===== src/rtl/usb_nakf_pkg.sv =====
`timescale 1ns/1ps
package usb_nakf_pkg;

  typedef enum logic [2:0] {
    ST_IDLE,
    ST_PASS,
    ST_DROP,
    ST_COLLECT,
    ST_HELD,
    ST_FLUSH
  } nakf_state_e;

  typedef enum logic [1:0] {
    PK_OTHER,
    PK_IN,
    PK_PING,
    PK_NAK
  } pid_kind_e;

  localparam logic [3:0] PID_LO_IN   = 4'b1001;
  localparam logic [3:0] PID_LO_PING = 4'b0100;
  localparam logic [3:0] PID_LO_NAK  = 4'b1010;

endpackage


===== src/rtl/usb_pid_chk.sv =====
`timescale 1ns/1ps
module usb_pid_chk
  import usb_nakf_pkg::*;
(
  input  logic [7:0] pid_byte,
  output logic       pid_ok,
  output pid_kind_e  kind
);

  always_comb begin
    pid_ok = (pid_byte[7:4] == ~pid_byte[3:0]);
    unique case (pid_byte[3:0])
      PID_LO_IN:   kind = PK_IN;
      PID_LO_PING: kind = PK_PING;
      PID_LO_NAK:  kind = PK_NAK;
      default:     kind = PK_OTHER;
    endcase
  end

endmodule


===== src/rtl/usb_hold_buf.sv =====
`timescale 1ns/1ps
module usb_hold_buf #(
  parameter int DEPTH = 3
) (
  input  logic       clk,
  input  logic       rst_n,
  input  logic       clr_wr,
  input  logic       wr,
  input  logic [7:0] wr_data,
  input  logic       wr_eop,
  input  logic       rd_adv,
  output logic [7:0] rd_data,
  output logic       rd_eop,
  output logic       rd_first,
  output logic       rd_last,
  output logic       full
);

  localparam int IW = (DEPTH > 1) ? $clog2(DEPTH) : 1;
  localparam int CW = $clog2(DEPTH + 1);

  logic [7:0]       mem [DEPTH];
  logic [DEPTH-1:0] eop_v;
  logic [CW-1:0]    cnt_q;
  logic [IW-1:0]    rd_q;
  logic [IW-1:0]    wr_idx;

  assign wr_idx   = IW'(cnt_q);
  assign full     = (cnt_q == CW'(DEPTH));
  assign rd_data  = mem[rd_q];
  assign rd_eop   = eop_v[rd_q];
  assign rd_first = (rd_q == '0);
  assign rd_last  = ((CW'(rd_q) + CW'(1)) == cnt_q);

  always_ff @(posedge clk or negedge rst_n) begin
    if (!rst_n) begin
      cnt_q <= '0;
      rd_q  <= '0;
    end else begin
      if (clr_wr) begin
        cnt_q <= CW'(1);
        rd_q  <= '0;
      end else begin
        if (wr) cnt_q <= cnt_q + CW'(1);
        if (rd_adv) rd_q <= rd_q + IW'(1);
      end
    end
  end

  always_ff @(posedge clk) begin
    if (clr_wr) begin
      mem[0]   <= wr_data;
      eop_v[0] <= wr_eop;
    end else if (wr) begin
      mem[wr_idx]   <= wr_data;
      eop_v[wr_idx] <= wr_eop;
    end
  end

  AST_BUF_NO_OVERRUN: assert property (@(posedge clk) disable iff (!rst_n)
    (wr && !clr_wr) |-> !full);

endmodule


===== src/rtl/usb_sat_cnt.sv =====
`timescale 1ns/1ps
module usb_sat_cnt #(
  parameter int W = 16
) (
  input  logic         clk,
  input  logic         rst_n,
  input  logic         inc,
  output logic [W-1:0] count
);

  always_ff @(posedge clk or negedge rst_n) begin
    if (!rst_n)                   count <= '0;
    else if (inc && (count != '1)) count <= count + W'(1);
  end

  AST_CNT_STEP: assert property (@(posedge clk) disable iff (!rst_n)
    1'b1 |=> ((count == $past(count)) || (count == $past(count) + W'(1))));

  AST_CNT_PINNED: assert property (@(posedge clk) disable iff (!rst_n)
    (count == '1) |=> (count == '1));

endmodule


===== src/rtl/usb_nak_filter.sv =====
`timescale 1ns/1ps
module usb_nak_filter
  import usb_nakf_pkg::*;
#(
  parameter int HOLD_DEPTH = 3,
  parameter int CNT_W      = 16,
  parameter int TO_W       = 12
) (
  input  logic             clk,
  input  logic             rst_n,
  input  logic             cfg_in_nak_en,
  input  logic             cfg_ping_nak_en,
  input  logic [TO_W-1:0]  cfg_timeout_bits,
  input  logic             bit_tick,
  input  logic             in_valid,
  output logic             in_ready,
  input  logic [7:0]       in_data,
  input  logic             in_sop,
  input  logic             in_eop,
  output logic             out_valid,
  input  logic             out_ready,
  output logic [7:0]       out_data,
  output logic             out_sop,
  output logic             out_eop,
  output logic [CNT_W-1:0] drop_count,
  output logic [CNT_W-1:0] pid_err_count
);

  nakf_state_e state_q, state_d;
  logic        cont_q, cont_d;

  logic        pid_ok;
  pid_kind_e   kind;
  logic        hold_kind, is_nak;

  logic        buf_clr, buf_wr, buf_adv;
  logic [7:0]  buf_data;
  logic        buf_eop, buf_first, buf_last, buf_full;

  logic [TO_W-1:0] to_cnt_q;
  logic            to_hit;
  logic            drop_inc, err_inc;

  usb_pid_chk u_pid (
    .pid_byte (in_data),
    .pid_ok   (pid_ok),
    .kind     (kind)
  );

  assign hold_kind = pid_ok &&
                     (((kind == PK_IN)   && cfg_in_nak_en) ||
                      ((kind == PK_PING) && cfg_ping_nak_en));
  assign is_nak    = pid_ok && (kind == PK_NAK);

  usb_hold_buf #(.DEPTH(HOLD_DEPTH)) u_buf (
    .clk      (clk),
    .rst_n    (rst_n),
    .clr_wr   (buf_clr),
    .wr       (buf_wr),
    .wr_data  (in_data),
    .wr_eop   (in_eop),
    .rd_adv   (buf_adv),
    .rd_data  (buf_data),
    .rd_eop   (buf_eop),
    .rd_first (buf_first),
    .rd_last  (buf_last),
    .full     (buf_full)
  );

  // Timeout: bit times spent waiting in the held state
  assign to_hit = (to_cnt_q >= cfg_timeout_bits);

  always_ff @(posedge clk or negedge rst_n) begin
    if (!rst_n)                   to_cnt_q <= '0;
    else if (state_q != ST_HELD)  to_cnt_q <= '0;
    else if (bit_tick && !to_hit) to_cnt_q <= to_cnt_q + TO_W'(1);
  end

  always_comb begin
    state_d   = state_q;
    cont_d    = cont_q;
    in_ready  = 1'b0;
    out_valid = 1'b0;
    out_data  = in_data;
    out_sop   = in_sop;
    out_eop   = in_eop;
    buf_clr   = 1'b0;
    buf_wr    = 1'b0;
    buf_adv   = 1'b0;
    drop_inc  = 1'b0;
    err_inc   = 1'b0;
    unique case (state_q)
      ST_IDLE: begin
        if (in_valid) begin
          if (!in_sop) begin
            in_ready = 1'b1;              // stray byte outside a packet
          end else if (!pid_ok) begin
            in_ready = 1'b1;
            err_inc  = 1'b1;
            if (!in_eop) state_d = ST_DROP;
          end else if (hold_kind) begin
            in_ready = 1'b1;
            buf_clr  = 1'b1;
            state_d  = in_eop ? ST_HELD : ST_COLLECT;
          end else begin
            out_valid = 1'b1;
            in_ready  = out_ready;
            if (out_ready && !in_eop) state_d = ST_PASS;
          end
        end
      end
      ST_PASS: begin
        out_valid = in_valid;
        in_ready  = out_ready;
        if (in_valid && out_ready && in_eop) state_d = ST_IDLE;
      end
      ST_DROP: begin
        in_ready = 1'b1;
        if (in_valid && in_eop) state_d = ST_IDLE;
      end
      ST_COLLECT: begin
        if (in_valid) begin
          if (buf_full) begin
            state_d = ST_FLUSH;
            cont_d  = 1'b1;
          end else begin
            in_ready = 1'b1;
            buf_wr   = 1'b1;
            if (in_eop) state_d = ST_HELD;
          end
        end
      end
      ST_HELD: begin
        if (in_valid && in_sop) begin
          if (is_nak) begin
            in_ready = 1'b1;
            drop_inc = 1'b1;
            state_d  = in_eop ? ST_IDLE : ST_DROP;
          end else begin
            state_d = ST_FLUSH;
            cont_d  = 1'b0;
          end
        end else begin
          in_ready = in_valid;
          if (to_hit) begin
            state_d = ST_FLUSH;
            cont_d  = 1'b0;
          end
        end
      end
      ST_FLUSH: begin
        out_valid = 1'b1;
        out_data  = buf_data;
        out_sop   = buf_first;
        out_eop   = buf_eop;
        if (out_ready) begin
          buf_adv = 1'b1;
          if (buf_last) state_d = cont_q ? ST_PASS : ST_IDLE;
        end
      end
      default: state_d = ST_IDLE;
    endcase
  end

  always_ff @(posedge clk or negedge rst_n) begin
    if (!rst_n) begin
      state_q <= ST_IDLE;
      cont_q  <= 1'b0;
    end else begin
      state_q <= state_d;
      cont_q  <= cont_d;
    end
  end

  usb_sat_cnt #(.W(CNT_W)) u_drop_cnt (
    .clk   (clk),
    .rst_n (rst_n),
    .inc   (drop_inc),
    .count (drop_count)
  );

  usb_sat_cnt #(.W(CNT_W)) u_err_cnt (
    .clk   (clk),
    .rst_n (rst_n),
    .inc   (err_inc),
    .count (pid_err_count)
  );

  AST_BADPID_SILENT: assert property (@(posedge clk) disable iff (!rst_n)
    (state_q == ST_IDLE && in_valid && in_sop && !pid_ok) |-> !out_valid);

  AST_NAK_PAIR_COUNTED: assert property (@(posedge clk) disable iff (!rst_n)
    (state_q == ST_HELD && in_valid && in_sop && is_nak)
      |=> (drop_count != $past(drop_count)) || (drop_count == '1));

  AST_TIMEOUT_RELEASE: assert property (@(posedge clk) disable iff (!rst_n)
    (state_q == ST_HELD && to_hit && !(in_valid && in_sop)) |=> (state_q == ST_FLUSH));

  AST_FLUSH_STEADY: assert property (@(posedge clk) disable iff (!rst_n)
    (state_q == ST_FLUSH && out_valid && !out_ready)
      |=> out_valid && $stable(out_data) && $stable(out_sop));

endmodule


===== config.mk =====
export PLATFORM = sky130hd
export DESIGN_NAME = usb_nak_filter
export DESIGN_NICKNAME = d
export VERILOG_FILES = /design/src/rtl/usb_nakf_pkg.sv /design/src/rtl/usb_pid_chk.sv /design/src/rtl/usb_hold_buf.sv /design/src/rtl/usb_sat_cnt.sv /design/src/rtl/usb_nak_filter.sv
export SDC_FILE = /design/constraint.sdc
export NUM_CORES = 1
export LEC_CHECK = 0
export ABC_AREA = 1
export BUFFER_PORTS_ARGS = -buffer_cell sky130_fd_sc_hd__buf_2
export CAP_MARGIN = 20
export CORE_MARGIN = 5
export CORE_UTILIZATION = 35
export CTS_CLUSTER_SIZE = 8
export DETAILED_ROUTE_END_ITERATION = 10
export GPL_ROUTABILITY_DRIVEN = 0
export GPL_TIMING_DRIVEN = 0
export PLACE_DENSITY_LB_ADDON = 0.05
export SETUP_SLACK_MARGIN = 0.02
export SYNTH_ARGS = -nofsm -noshare
export SYNTH_HDL_FRONTEND = slang
export SYNTH_SLANG_ARGS = --single-unit

===== constraint.sdc =====
create_clock -name clk -period 2 [get_ports clk]
set_input_delay 0.4 -clock clk [delete_from_list [all_inputs] [get_ports clk]]
set_output_delay 0.4 -clock clk [all_outputs]
set_load 0.03 [all_outputs]

# Word-level counts from Yosys, hierarchy flattened
# Memories as Yosys holds them, arrays and structs flattened.
# Cells that the tools add are included.
# Widths: inputs -> output; s select.
[totals]
ff_bits = 55
ramBits = 24
inputBits = 29
output_inout_bits = 44
word_cells = 156
memories = 1
[classes]
n_addsub = 5
magnitude_cmp = 4
n_eq_ne = 30
mux = 79
bitwise_logic = 2
reduce_logical = 26
[memory_table]
columns = ["memory", "words", "width", "read_ports", "rd_clocked_by_memory_dff", "wr", "line_no", "source"]
rows = [
  ["u_buf.mem", 3, 8, 1, 0, 1, "usb_hold_buf.sv:22", "logic [7:0] mem [DEPTH];"],
]
[op_table]
columns = ["cell", "count"]
rows = [
  ["$mux 3", 17],
  ["$mux 1", 44],
  ["$add 16x1->16 const B", 2],
  ["$ne 16x16->1 const B", 2],
  ["$mux 12", 2],
  ["$pmux 3 s6", 1],
  ["$mux 8", 2],
  ["$ne 2x2->1 const B", 8],
  ["$ne 3x3->1 const B", 5],
  ["$logic_and 1x1->1", 13],
  ["$add 12x1->12 const B", 1],
  ["$ge 12x12->1", 1],
  ["$mux 2", 6],
  ["$reduce_and 11->1", 1],
  ["$eq 4x4->1 const B", 2],
  ["$reduce_bool 2->1", 4],
  ["$reduce_or 8->1", 1],
  ["$eq 2x2->1 const B", 3],
  ["$eq 3x2->1 const B", 2],
  ["$eq 3x3->1 const B", 2],
  ["$lt 2x3->1 const B", 2],
  ["$pmux 2 s3", 1],
  ["$pmux 1 s5", 1],
  ["$reduce_and 5->1", 1],
  ["20 further kinds", 22],
]

# Depth between registers and ports, before layout
[logic_depth]
depth_word = 15
depth_mapped = 13

# Modules after synthesis
# A second synthesis with hierarchy kept.
[hier_totals]
cells_unflattened = 755
area_unflattened_um2 = 5524.0
[by_module_without_submodules]
columns = ["module", "n_inst", "cells_each", "area_per_inst_um2"]
rows = [
  ["usb_nak_filter", 1, 272, 1755.4],
  ["usb_hold_buf", 1, 141, 1520.2],
  ["usb_sat_cnt at u_err_cnt", 1, 163, 1069.8],
  ["usb_sat_cnt at u_drop_cnt", 1, 149, 1058.5],
  ["usb_pid_chk", 1, 30, 120.1],
]

# Worst setup path after synthesis
# No wires, ideal clock.
[synth_timing]
path_type = "flip-flop to flip-flop"
startpoint = "register u_buf.cnt_q[0]"
endpoint = "memory u_buf.mem[1][0] (enable)"
arrival_ns = 1.715
t_required_ns = 1.617
slack_ns = -0.098
path_stages_with_launch = 5
n_path_buf = 0
synth_period_minus_slack_ns = 2.098
cell_sequence = "dfrtp_1 > ha_1 > nor3_1 > inv_1 > nor3_1"
[synth_via]
elab_chain_cells = 9
word_cells_on_any_way = 10
classes_between = "eq/ne (1); mux (8); reduce/logical (1)"
[synth_lines]
columns = ["element", "line_no", "source"]
rows = [
  ["start, declared", "usb_hold_buf.sv:24", "logic [CW-1:0] cnt_q;"],
  ["start signal, assigned", "usb_hold_buf.sv:44", "if (wr) cnt_q <= cnt_q + CW'(1);"],
  ["$eq 2x2->1", "usb_hold_buf.sv:29", "assign full = (cnt_q == CW'(DEPTH));"],
  ["$mux 1", "usb_nak_filter.sv:123", "if (buf_full) begin"],
  ["$mux 1", "usb_nak_filter.sv:122", "if (in_valid) begin"],
  ["$mux 1", "usb_nak_filter.sv:92", "unique case (state_q)"],
  ["$mux 1", "usb_hold_buf.sv:54", "end else if (wr) begin"],
  ["$mux 1", "usb_hold_buf.sv:51", "if (clr_wr) begin"],
  ["$mux 1 (not written as such)", "usb_hold_buf.sv:55", "mem[wr_idx] <= wr_data;"],
  ["$reduce_or 8->1 (no line)", "-", ""],
  ["$mux 2 (no line) or $mux 1 (tied branches)", "-", ""],
  ["end, declared", "usb_hold_buf.sv:22", ""],
]
# Several ways; a longest one is shown, not always the timed one.

# Worst setup path after layout
[layout_timing]
startpoint = "register state_q[1]"
endpoint = "output out_data[6]"
[layout_via]
elab_chain_cells = 2
[layout_lines]
columns = ["element", "line_no", "source"]
rows = [
  ["start, declared", "usb_nak_filter.sv:29", "nakf_state_e state_q, state_d;"],
  ["start signal, assigned", "usb_nak_filter.sv:170", "state_q <= state_d;"],
  ["$eq 3x3->1", "usb_nak_filter.sv:92", ""],
  ["$mux 8", "usb_nak_filter.sv:92", ""],
  ["end, declared", "usb_nak_filter.sv:22", "output logic [7:0] out_data,"],
]
# No other way between the ends.

==> run metrics <==
period utilization 102%; area grow syn2layout 30.6%; Worst VDD drop 0.573 mV; Internal 3620 uW; unrepaired setup endpoints after global routing yes; Num CTS Buffers 9; # IOs 73; #FFs+latches synth 79; Reg power frac 34.7%; row count 43; Final Skew 6.00 ps; Post-DP HPWL 9580 um; antenna violations before repair 0; die area 16,700 um^2; grt total ovfl 0; vias per cell 4.82; Worst setup SP type flop; # fillers 1,394; Seq/Total Area, Yosys 42.5%; Design Power 5780 uW; Final min period 2030 ps; crit path max fanout 5; final antenna diode count 0; share of layout cells above drive strength 1 27.7%; Crit. path cell count 7; final instance count without filler cells 952; fmax 492 MHz; Max Cap Violations 0; power share of the clock group 27.7%; Die H 129 um; yosys warns 0; CP delay by family, top flip-flops; GR Util All Layers 16.5%; Pre-Repair DR Iteration Count 4; Max Transition Viols Final 0; post-layout util 46.6%; failing checks negative setup slack; CTS tree done; CTS sink count 79; worst reg2reg path depth 9; final setup vio count 3; vias in the first global route 4,484; final setup margin -33.3 ps; cells after synthesis 650; CP bufs+invs 3; CP max stage cell dfrtp_2; Hold WS 58.5 ps; Avg WL per Cell 13.9 um; Setup crit end out_data[6]; Max clock buf depth 2; Worst setup startpoint state_q[1]$_DFFE_PN0P_; CP Class flop to output port; initial detailed-routing violation count 230; Worst Path Arrival 1630 ps; largest net degree at the start of global routing 31; outcome finished with violations; syn_nets 699; Power Density 889 nW/um^2; synth unique cells 38; Comb pwr share 37.6%; global-route wire length before repair 21,800 um; CP required 1600 ps; CTS HTree Levels 3; leak pwr 0.00314 uW; worst-margin pin slew 595 ps; DIE WIDTH 129 um; routed wire length 13,300 um; port buffer count 72; Slew HR 60.3%; net switching power 2150 uW; DRC viols 0; Sequential cell area 2120 um^2; RR Startpoint state_q[2]$_DFFE_PN0P_; CP Capture Type output port; Final Hold Fails 0; Hold Crit Class input pin to asynchronous set/reset pin; mean area per synthesized cell 7.65 um^2; TNS Setup -85.3 ps; synthesized area 4970 um^2; crit-path cells nor2_4 -> nand2_4 -> inv_8 -> buf_8 -> o211ai_1 -> o21ai_2 -> buf_6; Sw Ratio 37.3%; CP max stage delay 460 ps; hold_buf cts 0; Placed Cells 905; Reg clk slew, reported paths 60 ps; core area 13,900 um^2; final net count 816; clock latency at the later pin of the worst-skew pair 340 ps; end of the worst register-to-register path u_buf.mem[0][3]$_DFFE_PP_; area of the multi-input gates 2670 um^2; Vias 4,587; R2R Setup Slk 80 ps; Root Driver clkbuf_16; Initial Util 35.7%; Antenna Violating Nets Remaining 0
==> routing by layer <==
metal	part of all wire (%)	global-route usage, %
met5	0	0
met4	1.8	6.61
met3	4.7	3.30
met2	47	26.6
met1	47	22.0
==> sequential cells by signal, summed over array words and instances (netlist names) <==
name	flops
u_drop_cnt.count	16
u_buf.eop_v	3
u_buf.cnt_q	2
state_q	3
u_buf.mem	24
u_err_cnt.count	16
u_buf.rd_q	2
cont_q	1
to_cnt_q	12
==> synth_stat cells (all sizes together) <==
library cell,n,area (um^2)
clkinv,3,16.3
xor2,14,123
nand4,10,98.8
edfxtp,27,811
nor2,68,283
inv,88,330
nand3,66,340
nand3b,3,22.5
o211ai,9,67.6
and3,1,6.26
xnor2,14,130
clkbuf,3,11.3
a22oi,1,7.51
a21oi,10,53.8
buf,7,55.1
nand2,191,729
ha,20,250
dfrtp,52,1300
a31oi,1,6.26
nor3,19,100
o21ai,43,230
==> power groups by stage <==
| stage | Sequential (uW) | Combinational, uW | Clock, uW |
|---|---|---|---|
| 2_1_floorplan | 2110 | 1060 | 0 |
| 3_3_place_gp | 2010 | 1620 | 0 |
| 3_5_place_dp | 2020 | 1650 | 0 |
| 4_1_cts | 2020 | 1950 | 1660 |
| 5_1_grt | 2030 | 2420 | 1730 |
| 6_report | 2000 | 2170 | 1600 |
==> cell type report <==
cell class | instances | share of cell area, %
multi-input combinational | 470 | 41.1
sequential | 79 | 32.6
timing repair buffer | 105 | 11.1
inverter | 91 | 5.57
clock buffer | 11 | 3.58
tap | 180 | 3.47
buffer | 10 | 1.66
clock inverter | 5 | 0.751
timing repair inverter | 1 | 0.0578
==> worst min path at each step <==
| stage | cells past startpoint | end | slack (ps) | startpoint |
|---|---|---|---|---|
| after global routing | 1 | u_err_cnt.count[9]$_DFFE_PN0P_ | 100 | rst_n |
| final | 1 | u_err_cnt.count[7]$_DFFE_PN0P_ | 60 | rst_n |
| after detailed placement | 1 | u_err_cnt.count[7]$_DFFE_PN0P_ | 450 | rst_n |
| after floorplan | 0 | cont_q$_DFFE_PN0P_ | 100 | rst_n |
| after CTS | 1 | u_err_cnt.count[7]$_DFFE_PN0P_ | 80 | rst_n |
| after global placement | 2 | cont_q$_DFFE_PN0P_ | 460 | cont_q$_DFFE_PN0P_ |
==> logic make-up after synthesis <==
kind of cell,share of synthesized area [%]
xor gates and xnor gates,5.08
and+or+nand+nor,31.8
DFF,42.5
buffers and inverters,8.30
AOI/OAI and AO/OA,7.35
adders and majority gates,5.03
==> timing repair <==
action | 4_1_cts | 5_1_grt
buffers inserted | 18 | 11
gates resized for setup | 73 | 49
pin swaps | 6 | 10
gates cloned | 2 | 0
setup endpoints to repair | 40 | 55
==> cells in the final DEF, fill, tap and decap left out, types with 3 or more instances in the layout <==
master | synthesis | final
clkbuf_4 | 0 | 3
o211ai_1 | 9 | 9
nand3_2 | 2 | 7
o21ai_1 | 5 | 13
clkinv_2 | 0 | 3
dfrtp_1 | 52 | 46
o21ai_0 | 34 | 19
nor3_2 | 1 | 4
inv_1 | 83 | 75
nand2_4 | 1 | 4
nand3b_1 | 3 | 3
buf_4 | 1 | 37
nand3_1 | 64 | 58
a21oi_1 | 9 | 8
buf_2 | 2 | 56
xor2_1 | 14 | 14
nand2_1 | 188 | 177
nor2_4 | 2 | 9
edfxtp_1 | 27 | 27
dfrtp_2 | 0 | 6
ha_1 | 20 | 18
nor2_2 | 5 | 10
clkbuf_16 | 0 | 9
nand4_1 | 7 | 7
nand2_2 | 2 | 10
xnor2_1 | 13 | 13
nor3_1 | 18 | 14
nor2_1 | 61 | 49
o21ai_2 | 4 | 11
inv_2 | 5 | 12
buf_6 | 3 | 12
==> stage by stage <==
| step | worst slack, ps | area, um^2 |
|---|---|---|
| after floorplan | -98.0 | 4970 |
| after global placement | -806 | 5560 |
| after detailed placement | -711 | 5590 |
| after CTS | -53.7 | 6270 |
| after global routing | -83.7 | 6490 |
| final | -33.3 | 6490 |
Power figures use the tool's default switching activity.
